## src/rtl/trk_pkg.sv

```systemverilog
package trk_pkg;
  typedef enum logic {
    LOOP_ACQ,
    LOOP_TRACK
  } loop_mode_e;
endpackage

```

## src/rtl/trk_frac_avg.sv

```systemverilog
module trk_frac_avg #(
  parameter int FRAC_W = 14,
  parameter int SYMS   = 4
) (
  input  logic                clk,
  input  logic                rst_n,
  input  logic                clr,
  input  logic                take,
  input  logic [FRAC_W-1:0]   frac,
  output logic                full,
  output logic signed [FRAC_W:0] err
);
  localparam int SH    = $clog2(SYMS);
  localparam int SUM_W = FRAC_W + SH;
  localparam int CNT_W = $clog2(SYMS + 1);
  localparam logic [FRAC_W-1:0] TARGET = FRAC_W'(1) << (FRAC_W - 1);

  logic [SUM_W-1:0] sum_q;
  logic [CNT_W-1:0] cnt_q;

  assign full = (cnt_q == CNT_W'(SYMS));

  always_comb begin
    err = $signed({1'b0, sum_q[SUM_W-1:SH]}) - $signed({1'b0, TARGET});
  end

  always_ff @(posedge clk) begin
    if (!rst_n || clr) begin
      sum_q <= '0;
      cnt_q <= '0;
    end else if (take) begin
      sum_q <= sum_q + SUM_W'(frac);
      cnt_q <= cnt_q + 1'b1;
    end
  end
endmodule

```

## src/rtl/trk_loop_filter.sv

```systemverilog
module trk_loop_filter
  import trk_pkg::*;
#(
  parameter int ANG_W    = 16,
  parameter int ERR_W    = 15,
  parameter int TRIM_W   = 12,
  parameter int KP_SHIFT = 1,
  parameter int KI_SHIFT = 4
) (
  input  logic                     clk,
  input  logic                     rst_n,
  input  logic                     resync,
  input  logic                     apply,
  input  logic signed [ERR_W-1:0]  err,
  output logic [ANG_W-1:0]         phase_ofs,
  output logic signed [TRIM_W-1:0] freq_trim
);
  localparam int SW = ((ERR_W > TRIM_W) ? ERR_W : TRIM_W) + 1;
  localparam logic signed [SW-1:0] T_MAX = SW'((1 <<< (TRIM_W - 1)) - 1);
  localparam logic signed [SW-1:0] T_MIN = SW'(-(1 <<< (TRIM_W - 1)));

  loop_mode_e mode_q;
  logic signed [ERR_W-1:0] p_step, i_step;
  logic signed [SW-1:0]    t_sum;
  logic signed [TRIM_W-1:0] t_next;

  always_comb begin
    p_step = err >>> KP_SHIFT;
    i_step = err >>> KI_SHIFT;
    t_sum  = SW'(freq_trim) + SW'(i_step);
    if (t_sum > T_MAX)      t_next = TRIM_W'(T_MAX);
    else if (t_sum < T_MIN) t_next = TRIM_W'(T_MIN);
    else                    t_next = TRIM_W'(t_sum);
  end

  always_ff @(posedge clk) begin
    if (!rst_n) begin
      phase_ofs <= '0;
      freq_trim <= '0;
      mode_q    <= LOOP_ACQ;
    end else if (resync) begin
      freq_trim <= '0;
      mode_q    <= LOOP_ACQ;
    end else if (apply) begin
      phase_ofs <= phase_ofs + ANG_W'(p_step);
      if (mode_q == LOOP_TRACK) freq_trim <= t_next;
      mode_q <= LOOP_TRACK;
    end
  end
endmodule

```

## src/rtl/carrier_tracker.sv

```systemverilog
module carrier_tracker #(
  parameter int ANG_W    = 16,
  parameter int SYMS     = 4,
  parameter int TRIM_W   = 12,
  parameter int KP_SHIFT = 1,
  parameter int KI_SHIFT = 4
) (
  input  logic                     clk,
  input  logic                     rst_n,
  input  logic                     resync,
  input  logic                     ang_valid,
  output logic                     ang_ready,
  input  logic [ANG_W-1:0]         ang_data,
  input  logic                     byte_strobe,
  output logic [ANG_W-1:0]         phase_ofs,
  output logic signed [TRIM_W-1:0] freq_trim
);
  localparam int FRAC_W = ANG_W - 2;
  localparam int ERR_W  = FRAC_W + 1;

  logic full, take, apply;
  logic signed [ERR_W-1:0] err;
  logic unused_quadrant;

  assign unused_quadrant = &{1'b0, ang_data[ANG_W-1:FRAC_W]};
  assign ang_ready = !full;
  assign take      = ang_valid && ang_ready;
  assign apply     = byte_strobe && full;

  trk_frac_avg #(.FRAC_W(FRAC_W), .SYMS(SYMS)) avg_i (
    .clk(clk), .rst_n(rst_n), .clr(resync || apply), .take(take),
    .frac(ang_data[FRAC_W-1:0]), .full(full), .err(err)
  );

  trk_loop_filter #(.ANG_W(ANG_W), .ERR_W(ERR_W), .TRIM_W(TRIM_W),
                    .KP_SHIFT(KP_SHIFT), .KI_SHIFT(KI_SHIFT)) filt_i (
    .clk(clk), .rst_n(rst_n), .resync(resync), .apply(apply), .err(err),
    .phase_ofs(phase_ofs), .freq_trim(freq_trim)
  );
endmodule

```

## config.mk

```make
export PLATFORM = sky130hd
export DESIGN_NAME = carrier_tracker
export DESIGN_NICKNAME = d
export VERILOG_FILES = /design/src/rtl/trk_pkg.sv /design/src/rtl/trk_frac_avg.sv /design/src/rtl/trk_loop_filter.sv /design/src/rtl/carrier_tracker.sv
export SDC_FILE = /design/constraint.sdc
export NUM_CORES = 1
export LEC_CHECK = 0
export ABC_AREA = 1
export BUFFER_PORTS_ARGS = -buffer_cell sky130_fd_sc_hd__buf_4
export CORE_UTILIZATION = 35
export CTS_CLUSTER_DIAMETER = 30
export DETAILED_ROUTE_END_ITERATION = 10
export PLACE_DENSITY = 0.54
export SYNTH_ARGS = -nofsm -noshare
export SYNTH_HDL_FRONTEND = slang
export SYNTH_SLANG_ARGS = --single-unit
```

## constraint.sdc

```tcl
create_clock -name clk -period 4.6 [get_ports clk]
set_input_delay 0.46 -clock clk [delete_from_list [all_inputs] [get_ports clk]]
set_output_delay 0.46 -clock clk [all_outputs]
set_load 0.02 [all_outputs]
```

==> run summary <==
Switching Share: 0.2561
Psw: 257.6 µW
# clock sinks: 48
H-Tree Level Count: 2
slowest stage delay, CP: 690 ps
clk_skew: 7.124 ps
Post-CTS Resized: 0
die area: 11,670 µm²
most frequent cells in the layout: nand2_1 (123), inv_1 (86), a21oi_1 (60)
Final Hold Viols: 0
critical path required time: 4790 ps
Warnings, synthesis: 0
setup_tns: 0 ps
final setup violation count: 0
Syn Nets: 656
post-synthesis cell area: 3934 µm²
row cnt: 38
share of cells above drive strength 1: 0.1287
clock slew at reported path FFs: 100 ps
non-filler instance count after layout: 777
most used cell, CP: inv_1
via density per instance: 4.931
CORE AREA: 10,890 µm²
total wire length: 10.14 mm
CTS Root Cell: clkbuf_8
met3 Resource Use GR: 0.02471
kind of end point of the critical path: register
Post-Syn Instances: 589
met2 Usage GRT: 0.3167
Setup Buffers After CTS: 0
CP Class: reg -> reg
Routed WL per cell: 13.06 µm
CTS tree: yes
die height: 108.0 µm
hold_buf cts: 0
Leak Pwr: 0.002570 µW
Max Fanout on Critical Path: 11
Ports: 50
crit share post-route: 0.5208
Cell Chain, Critical Path: inv_1 > ha_1 > nand3_1 > nor2_1 > inv_1 > a21oi_4 > a21oi_1
met1 usage: 0.2368
Final nets: 703
Fill cells: 1,155
grt peak-use layer: met2
Combinational Power Share: 0.135
Fmax achieved: 417.4 MHz
routed via count: 3,831
crit path launch type: register
Finished Cell Area: 4596 µm²
Distinct cells, synth: 33
final worst slack: 2204 ps
drt first pass iters: 4
sequential group share of total power: 0.429
Worst-Margin Slew: 832.8 ps
Buf+Inv Stages, Crit Path: 2
DRT antenna net count: 0
maximum VDD drop: 0.0001730 V
Num CTS Buffers: 5
RSZ-0062 raised after global routing: false
number of synthesized register bits: 48
Int Pwr: 748.2 µW
gr ovfl total: 0
Port Buffers: 47
# DRC: 0
Post-Place Cells: 769
worst slack, placed: 2002 ps
largest net degree at the start of global routing: 23
Max clock buf depth: 2
Core Util, Final: 0.4221
WP data arrival: 2590 ps
Power Dens Cells: 218.9 nW/µm²
die width: 108.0 µm
Avg Inst Size Synth: 6.679 µm²
worst hold path class: in -> reg
DP Wirelength: 7.976 mm
Total Routing Usage GR: 0.1814
max cap viols: 0
first-pass GRT wire length: 16.62 mm
register area share after synthesis: 0.2443
Worst path slowest cell: nor2_1
Iter 0 DRT Violations: 107
Relative slew margins: 0.4427
Placed Area: 4437 µm²
vias in the first global route: 3,575
# diodes: 0
Final Max Tran Viols: 0
Area growth syn-to-layout: 16.83%
crit path time final: 2396 ps
commonest non-fill, non-tap cell in the layout: nand2_1
Initial Util: 0.3613
Clock power frac: 0.436
Clk Latency, worst-skew pair: 310 ps
Top delay family on crit path: simple AND/OR/NAND/NOR gates
initial antenna violation count: 0
run status: completed
RD Place Congestion: 0.8372
==> final cells by class <==
class	instances	area, µm²	share of cell area
clock buffer	5	68.82	0.01497
clock inverter	3	90.09	0.01960
inverter	90	337.8	0.07351
multi-input combinational	443	2603	0.5663
sequential	48	960.9	0.2091
tap	140	175.2	0.03812
timing repair buffer	48	360.3	0.07841
==> worst register-to-register path: stages, from the launching register on <==
cell and delay [ps]:
dfxtp_1 330, inv_1 80, ha_1 180, nand3_1 200, nor2_1 700, inv_1 320
a21oi_4 340, a21oi_1 120
==> synth_stat cells <==
library cell  instances  area [µm²]
a21oi_4               2       32.53
nand2_2              11       68.82
inv_1                86       322.8
fa_1                  3       60.06
a21oi_1              60       300.3
o21ai_2               1       8.760
clkbuf_1              6       22.52
o21ai_1               3       15.01
buf_2                 2       10.01
a21o_1                6       45.04
o31ai_1               2       15.01
a21boi_2              1       11.26
nor2_1               53       198.9
xor2_1               16       140.1
a31oi_1               2       12.51
nand2_1             123       461.7
xnor2_1              10       87.58
nand4_1               7       43.79
nand3_2               2       20.02
nand3_1              30       150.1
o21ai_0              40       200.2
nor2_2                2       12.51
inv_2                 4       15.01
dfxtp_1              48       960.9
o21bai_1              4       30.03
o211ai_1              5       37.54
a21boi_0              2       15.01
ha_1                 43       538.0
nand3b_1              3       22.52
a21oi_2               3       26.28
nor4_1                1       6.260
nor3_1                7       35.03
a21boi_1              1       7.510
==> logic make-up after synthesis <==
group / count (synthesis) / synth area share
AO/OA/AOI/OAI: 132 / 0.1924
AND/OR/NAND/NOR: 239 / 0.2592
buffers and inverters: 98 / 0.09415
flip-flops: 48 / 0.2443
adder cells (fa/ha/maj): 46 / 0.1520
XOR/XNOR: 26 / 0.05789
==> path summary, 6_finish.rpt <==
| path | slack, ps | to | cells after the start | startpoint |
|---|---|---|---|---|
| setup / recovery | 2200 | filt_i.freq_trim[4] | 7 | avg_i.cnt_q[0] |
| hold / removal | 450 | filt_i.phase_ofs[0] | 3 | rst_n |
| setup reg to reg | 2200 | filt_i.freq_trim[4] | 7 | avg_i.cnt_q[0] |
| hold reg to reg | 460 | filt_i.mode_q | 2 | filt_i.mode_q |
==> metrics by stage <==
stage	total power, µW	hold WS, ps
6_report	1006	449.5
4_1_cts	1020	438.4
3_3_place_gp	575.2	443.8
2_1_floorplan	535.5	436.2
3_5_place_dp	577.3	452.2
5_1_grt	1054	455.4
==> routing by layer <==
metal  up-vias  part of all wire
li1       2024                 -
met1      1721              0.47
met2        77              0.48
met3         9             0.039
met4         0            0.0096
met5         -                 0
==> state kept, by name (all words and copies together), names as in the netlist <==
| name | cells |
|---|---|
| filt_i.mode_q | 1 |
| avg_i.cnt_q | 3 |
| filt_i.phase_ofs | 16 |
| filt_i.freq_trim | 12 |
| avg_i.sum_q | 16 |
==> power by group through the flow <==
stage	clock (µW)	combinational (µW)	sequential, µW
after global routing	466	156	433
after floorplan	0	98.3	437
after global placement	0	134	441
final	439	135	431
after detailed placement	0	136	442
after CTS	452	137	432
No activity file was read; power rests on OpenSTA's default activity.
